$ cat config.mk
export PLATFORM = sky130hd
export DESIGN_NAME = i2cm_ctrl
export DESIGN_NICKNAME = d
export VERILOG_FILES = /design/src/rtl/i2cm_pkg.sv /design/src/rtl/i2cm_shifter.sv /design/src/rtl/i2cm_bit_engine.sv /design/src/rtl/i2cm_ctrl.sv
export SDC_FILE = /design/constraint.sdc
export NUM_CORES = 1
export LEC_CHECK = 0
export ABC_CLOCK_PERIOD_IN_PS = 5410
export BUFFER_PORTS_ARGS = -buffer_cell sky130_fd_sc_hd__buf_2
export CAP_MARGIN = 10
export CORE_MARGIN = 3
export CORE_UTILIZATION = 38
export CTS_BUF_LIST = sky130_fd_sc_hd__clkbuf_16
export CTS_CLUSTER_DIAMETER = 150
export DETAILED_ROUTE_END_ITERATION = 7
export GPL_ROUTABILITY_DRIVEN = 0
export GPL_TIMING_DRIVEN = 0
export SYNTH_ARGS = -nofsm -noshare
export SYNTH_HDL_FRONTEND = slang
export SYNTH_SLANG_ARGS = --single-unit
export TNS_END_PERCENT = 1
$ cat constraint.sdc
create_clock -name clk -period 5.41 [get_ports clk]
set_input_delay 0.2705 -clock clk [delete_from_list [all_inputs] [get_ports clk]]
set_output_delay 0.2705 -clock clk [all_outputs]
set_load 0.05 [all_outputs]
$ cat src/rtl/i2cm_pkg.sv
package i2cm_pkg;
    typedef enum logic [2:0] {
        OP_NOP   = 3'd0,
        OP_START = 3'd1,
        OP_STOP  = 3'd2,
        OP_WRITE = 3'd3,
        OP_READ  = 3'd4,
        OP_ACK   = 3'd5
    } op_e;

    typedef enum logic [1:0] {
        PR_START = 2'd0,
        PR_STOP  = 2'd1,
        PR_BIT   = 2'd2
    } prim_e;
endpackage

$ cat src/rtl/i2cm_shifter.sv
module i2cm_shifter #(
    parameter int DW = 8
) (
    input  logic          clk,
    input  logic          rst_n,
    input  logic          load,
    input  logic [DW-1:0] load_val,
    input  logic          shift,
    input  logic          lsb_first,
    input  logic          in_bit,
    output logic          out_bit,
    output logic [DW-1:0] shifted
);
    logic [DW-1:0] sh_d, sh_q;

    always_comb begin
        shifted = lsb_first ? {in_bit, sh_q[DW-1:1]} : {sh_q[DW-2:0], in_bit};
        out_bit = lsb_first ? sh_q[0] : sh_q[DW-1];
        sh_d    = sh_q;
        if (load)
            sh_d = load_val;
        else if (shift)
            sh_d = shifted;
    end

    always_ff @(posedge clk or negedge rst_n) begin
        if (!rst_n) sh_q <= '0;
        else        sh_q <= sh_d;
    end
endmodule

$ cat src/rtl/i2cm_bit_engine.sv
module i2cm_bit_engine
    import i2cm_pkg::*;
(
    input  logic  clk,
    input  logic  rst_n,
    input  logic  tick,
    input  logic  req,
    input  prim_e kind,
    input  logic  bit_out,
    input  logic  scl_in,
    input  logic  sda_in,
    output logic  scl_oe,
    output logic  sda_oe,
    output logic  bit_in,
    output logic  done
);
    // phase 0: set SDA lead value, 3: release SCL, 1: wait SCL high, 2: pull SCL low
    typedef struct packed {
        logic       act;
        prim_e      kind;
        logic [1:0] phase;
        logic       bit_v;
        logic       scl_oe;
        logic       sda_oe;
        logic       bit_in;
        logic       done;
    } eng_t;

    eng_t eng_d, eng_q;

    always_comb begin
        eng_d      = eng_q;
        eng_d.done = 1'b0;
        if (!eng_q.act) begin
            if (req) begin
                eng_d.act   = 1'b1;
                eng_d.kind  = kind;
                eng_d.phase = 2'd0;
                eng_d.bit_v = bit_out;
                if (kind != PR_START) eng_d.scl_oe = 1'b1;
            end
        end else if (tick) begin
            case (eng_q.phase)
                2'd0: begin
                    case (eng_q.kind)
                        PR_START: eng_d.sda_oe = 1'b0;
                        PR_STOP:  eng_d.sda_oe = 1'b1;
                        default:  eng_d.sda_oe = !eng_q.bit_v;
                    endcase
                    eng_d.phase = 2'd3;
                end
                2'd3: begin
                    eng_d.scl_oe = 1'b0;
                    eng_d.phase  = 2'd1;
                end
                2'd1: begin
                    if (scl_in) begin
                        case (eng_q.kind)
                            PR_START: begin
                                eng_d.sda_oe = 1'b1;
                                eng_d.phase  = 2'd2;
                            end
                            PR_STOP: begin
                                eng_d.sda_oe = 1'b0;
                                eng_d.act    = 1'b0;
                                eng_d.done   = 1'b1;
                            end
                            default: begin
                                eng_d.bit_in = sda_in;
                                eng_d.phase  = 2'd2;
                            end
                        endcase
                    end
                end
                default: begin
                    eng_d.scl_oe = 1'b1;
                    eng_d.act    = 1'b0;
                    eng_d.done   = 1'b1;
                end
            endcase
        end
    end

    always_ff @(posedge clk or negedge rst_n) begin
        if (!rst_n) eng_q <= '0;
        else        eng_q <= eng_d;
    end

    assign scl_oe = eng_q.scl_oe;
    assign sda_oe = eng_q.sda_oe;
    assign bit_in = eng_q.bit_in;
    assign done   = eng_q.done;

    AST_STRETCH_WAIT: assert property (@(posedge clk) disable iff (!rst_n)
        (eng_q.act && eng_q.phase == 2'd1 && !scl_in)
        |=> ($stable(scl_oe) && $stable(sda_oe) && !done));

    AST_DATA_SCL_LOW: assert property (@(posedge clk) disable iff (!rst_n)
        (eng_q.act && eng_q.kind == PR_BIT && !$stable(sda_oe)) |-> scl_oe);
endmodule

$ cat src/rtl/i2cm_ctrl.sv
module i2cm_ctrl
    import i2cm_pkg::*;
#(
    parameter int DW = 8
) (
    input  logic          clk,
    input  logic          rst_n,
    input  logic          tick,
    input  logic          cmd_valid,
    input  logic [2:0]    cmd_op,
    input  logic [DW-1:0] cmd_data,
    input  logic          ack_nak,
    input  logic          lsb_first,
    input  logic          rx_read,
    output logic          busy,
    output logic [DW-1:0] rx_data,
    output logic          rx_valid,
    output logic          nak_seen,
    output logic          done_irq,
    output logic          rxerr_irq,
    output logic          scl_oe,
    input  logic          scl_in,
    output logic          sda_oe,
    input  logic          sda_in
);
    localparam int CW = $clog2(DW + 2);
    localparam logic [CW-1:0] CNT_DATA = CW'(DW);
    localparam logic [CW-1:0] CNT_ACK  = CW'(DW + 1);

    typedef struct packed {
        logic          busy;
        logic [2:0]    op;
        logic [CW-1:0] cnt;
        logic          issue;
        logic          ack;
        logic          lsb;
        logic [DW-1:0] rx;
        logic          rx_full;
        logic          nak;
        logic          done;
        logic          rxerr;
    } ctl_t;

    ctl_t ctl_d, ctl_q;

    logic          eng_done, eng_bit_in, eng_bit;
    prim_e         eng_kind;
    logic          sh_load, sh_shift, sh_out;
    logic [DW-1:0] sh_next;
    logic          op_ok;
    logic [CW-1:0] cnt_nx;

    assign op_ok  = (cmd_op >= 3'd1) && (cmd_op <= 3'd5);
    assign cnt_nx = ctl_q.cnt + 1'b1;

    always_comb begin
        case (ctl_q.op)
            OP_START: eng_kind = PR_START;
            OP_STOP:  eng_kind = PR_STOP;
            default:  eng_kind = PR_BIT;
        endcase
        if (ctl_q.op == OP_WRITE && ctl_q.cnt < CNT_DATA) eng_bit = sh_out;
        else if (ctl_q.op == OP_ACK)                      eng_bit = ctl_q.ack;
        else                                              eng_bit = 1'b1;
        sh_load  = !ctl_q.busy && cmd_valid && cmd_op == OP_WRITE;
        sh_shift = ctl_q.busy && eng_done && ctl_q.cnt < CNT_DATA &&
                   (ctl_q.op == OP_WRITE || ctl_q.op == OP_READ);
    end

    always_comb begin
        ctl_d       = ctl_q;
        ctl_d.done  = 1'b0;
        ctl_d.rxerr = 1'b0;
        ctl_d.issue = 1'b0;
        if (rx_read) ctl_d.rx_full = 1'b0;
        if (!ctl_q.busy) begin
            if (cmd_valid && op_ok) begin
                ctl_d.busy  = 1'b1;
                ctl_d.op    = cmd_op;
                ctl_d.cnt   = '0;
                ctl_d.issue = 1'b1;
                ctl_d.ack   = ack_nak;
                ctl_d.lsb   = lsb_first;
            end
        end else if (eng_done) begin
            ctl_d.cnt = cnt_nx;
            case (ctl_q.op)
                OP_WRITE: begin
                    if (cnt_nx == CNT_ACK) begin
                        ctl_d.nak  = eng_bit_in;
                        ctl_d.busy = 1'b0;
                        ctl_d.done = 1'b1;
                    end else begin
                        ctl_d.issue = 1'b1;
                    end
                end
                OP_READ: begin
                    if (cnt_nx == CNT_DATA) begin
                        ctl_d.rx      = sh_next;
                        ctl_d.rxerr   = ctl_q.rx_full && !rx_read;
                        ctl_d.rx_full = 1'b1;
                        ctl_d.busy    = 1'b0;
                        ctl_d.done    = 1'b1;
                    end else begin
                        ctl_d.issue = 1'b1;
                    end
                end
                default: begin
                    ctl_d.busy = 1'b0;
                    ctl_d.done = 1'b1;
                end
            endcase
        end
    end

    always_ff @(posedge clk or negedge rst_n) begin
        if (!rst_n) ctl_q <= '0;
        else        ctl_q <= ctl_d;
    end

    i2cm_shifter #(.DW(DW)) u_shift (
        .clk      (clk),
        .rst_n    (rst_n),
        .load     (sh_load),
        .load_val (cmd_data),
        .shift    (sh_shift),
        .lsb_first(ctl_q.lsb),
        .in_bit   (eng_bit_in),
        .out_bit  (sh_out),
        .shifted  (sh_next)
    );

    i2cm_bit_engine u_eng (
        .clk    (clk),
        .rst_n  (rst_n),
        .tick   (tick),
        .req    (ctl_q.issue),
        .kind   (eng_kind),
        .bit_out(eng_bit),
        .scl_in (scl_in),
        .sda_in (sda_in),
        .scl_oe (scl_oe),
        .sda_oe (sda_oe),
        .bit_in (eng_bit_in),
        .done   (eng_done)
    );

    assign busy      = ctl_q.busy;
    assign rx_data   = ctl_q.rx;
    assign rx_valid  = ctl_q.rx_full;
    assign nak_seen  = ctl_q.nak;
    assign done_irq  = ctl_q.done;
    assign rxerr_irq = ctl_q.rxerr;

    AST_DONE_SINGLE: assert property (@(posedge clk) disable iff (!rst_n)
        done_irq |=> !done_irq);

    AST_RXERR_WITH_DATA: assert property (@(posedge clk) disable iff (!rst_n)
        rxerr_irq |-> (rx_valid && done_irq));

    AST_BAD_OP_IGNORED: assert property (@(posedge clk) disable iff (!rst_n)
        (!busy && cmd_valid && !op_ok) |=> !busy);

    AST_BUSY_HOLDS_OP: assert property (@(posedge clk) disable iff (!rst_n)
        (busy && !done_irq && $past(busy)) |-> $stable(ctl_q.op));
endmodule

==> out/results.txt <==
status -> complete, no violations
Initial DRC Count -> 135
nets -> 266
initial antenna violation count -> 0
Synth Area in Adders -> 3.97%
Post-CTS Setup Inserts -> 0
Synth Instances -> 198
power per cell area -> 466 nW/µm²
Hold Slack -> 136 ps
synthesized flop and latch total -> 41
EDFF count, synth -> 0
share of the yosys chip area belonging to registers -> 46.5%
clock sink count -> 41
grt met2 use -> 21.6%
die area -> 6760 µm²
MaxCap Viol Count -> 0
Max Clock Skew -> 5.38 ps
I/O pin count -> 35
Hold Vio Cnt, Final -> 0
CP startpoint kind -> register
most common cell in the netlist -> dfrtp_1
height of the chip -> 82.2 µm
syn_area_per_cell -> 11.1 µm²
Starting Density -> 39.6%
placed insts -> 304
Max clock buf depth -> 2
Max Freq -> 0.482 GHz
Sequential Power Share -> 39.0%
Main synth FF type -> dfrtp_1
pins over their slew limit -> 0
fin cells -> 312
DRC -> 0
final setup violating endpoints -> 0
Compound-Gate Fraction of Synth Area -> 16.4%
Antenna Cells -> 0
Mapped Nets -> 225
vias in the first global route -> 1576
first drt pass iteration count -> 4
pin count of the biggest net entering global routing -> 42
hold-fix buffers at CTS -> 0
post-synth top area cell -> dfrtp_1
# port buffers -> 34
Most Used Layer, Global Route -> met2
data required time of the worst path -> 5570 ps
WL per Instance -> 14.2 µm
slew margin rel. -> 36.4%
period utilization -> 38.4%
GRT Total Usage -> 14.5%
Sum Neg Setup Slack -> 0 ps
ANT nets after route -> 0
proportion of layout cells with a drive suffix above 1 -> 35.8%
critical path arrival -> 2240 ps
Async S/R FF share, synth -> 100%
Area Growth Syn to Fin -> 18.3%
R2R depth -> 5
Yosys warning total -> 0
CP Max Fanout -> 10
GR Overflow Total -> 0
Least-Margin Pin Slew -> 947 ps
most frequent cells after synthesis -> dfrtp_1 (41), mux2_2 (22), nand2_1 (15)
sw frac -> 36.2%
r2r setup slk -> 3330 ps
H-tree depth -> 2
GR Util met1 -> 20.2%
Setup crit end kind -> register
CP Class -> register to register
number of cell rows -> 27
Post-Synth XOR/XNOR Area -> 0.794%
final worst setup slack -> 3330 ps
Worst IR Drop VDD -> 0.000206 V
Worst-path clk slew -> 60 ps
combinational power share -> 37.3%
Skew-Pair Late Insertion Delay -> 280 ps
vias per inst -> 5.13
RSZ-0062 raised after global routing -> no
minimum clock period -> 2080 ps
post-synthesis mux area share -> 12.1%
via count -> 1601
Clock Power Share -> 23.7%
final instance area -> 2610 µm²
leakage -> 1.25 nW
overall routed net length -> 4.43 mm
largest family of logic cells by synthesized area -> compound AO/OA/AOI/OAI gates
mapped cell area -> 2210 µm²
dpl cell area -> 2470 µm²
post_cts resized -> 0
Pint -> 0.775 mW
Net Sw Power -> 0.440 mW
pre-CTS setup slack -> 3310 ps
CTS tree -> yes
Simple-Gate Fraction of Synth Area -> 14.2%
worst hold path type -> input port to async pin
HPWL Detailed -> 3.14 mm
worst r2r src -> busy
Root Driver -> clkbuf_16
R2R Path End -> u_shift.sh_q[5]
Cell variety after synth -> 46
first-pass GRT wire length -> 7.44 mm
# fillers -> 514
die width -> 82.2 µm
cts bufs inserted -> 5
Synth area leaders -> dfrtp_1 (46%), mux2_2 (11%), ha_1 (4.0%)
Placeable Area -> 5570 µm²
top cell type's share of synthesized area -> 46.5%
M3 GR Usage -> 4.77%
worst max-delay path, stage by stage, from the launching register on:
cell and delay [ps]:
dfrtp_1 410, nand2b_1 200, nor3_1 780, buf_6 240, nor3b_1 60, a221o_1 260
cell families after synthesis:
logic type | after synthesis
AO/OA/AOI/OAI | 45
buffers and inverters | 23
adder cells (fa/ha/maj) | 7
flip-flops | 41
multiplexers | 24
AND/OR/NAND/NOR | 56
XOR/XNOR | 2
per-stage QoR:
step           power, mW  utilization, %
3_5_place_dp       0.935            44.3
5_1_grt             1.31            46.8
3_3_place_gp       0.927            44.3
2_1_floorplan      0.822               -
6_report            1.22            46.8
4_1_cts             1.23            46.8
cell type report:
cell class | count | area (µm²) | area share (%)
Multi-Input combinational cell | 134 | 1050 | 40.2
Sequential cell | 41 | 1030 | 39.3
Timing Repair Buffer | 34 | 170 | 6.52
Clock buffer | 5 | 125 | 4.79
Buffer | 15 | 103 | 3.93
Tap cell | 72 | 90.1 | 3.45
Inverter | 8 | 30.0 | 1.15
Clock inverter | 3 | 17.5 | 0.671
power groups by stage:
stage	Sequential, mW	Clock [mW]	Combinational (mW)
after floorplan	0.492	0	0.330
after global placement	0.478	0	0.449
after detailed placement	0.481	0	0.454
after CTS	0.474	0.299	0.458
after global routing	0.488	0.314	0.508
final	0.474	0.288	0.453
worst max path at each step:
stage | startpoint | to | slack, ps | cells after the start
after floorplan | busy | rx_data[0] | 3370 | 5
after global placement | ctl_q[15] | rx_data[6] | 3360 | 5
after detailed placement | busy | u_shift.sh_q[5] | 3310 | 5
after CTS | busy | u_shift.sh_q[5] | 3300 | 5
after global routing | busy | u_shift.sh_q[5] | 3130 | 5
final | busy | u_shift.sh_q[5] | 3330 | 5
sequential cells by signal, summed over array words and instances (netlist names), 6 cells and up:
| signal | cells |
|---|---|
| ctl_q | 10 |
| rx_data | 8 |
| u_eng.eng_q | 6 |
| u_shift.sh_q | 8 |
layer usage:
metal / vias to the layer above / part of all wire [%]
met5: - / 0
met1: 767 / 51
li1: 798 / -
met4: 0 / 0.63
met3: 4 / 4.7
met2: 32 / 44
layout by cell type, fill, tap and decap left out, types with 2 or more instances in the layout:
cell       instances
a22o_1             2
ha_1               7
a211oi_4           2
buf_6              2
o31ai_1            3
a211oi_1           2
o22ai_1            2
mux2_2            22
dfrtp_1           41
nand2_1           15
a221o_1            2
nand2b_1           5
a221o_2            6
nor2b_1            4
clkbuf_16          5
buf_4              8
a31oi_1            2
inv_1              8
nor3b_1            9
a21oi_1            5
o21ai_0            9
nor3_1             2
clkinv_2           2
mux2i_1            2
buf_2             35
clkbuf_1           4
nand3_1            4
nor2_1             9
No activity file was read; power rests on OpenSTA's default activity.
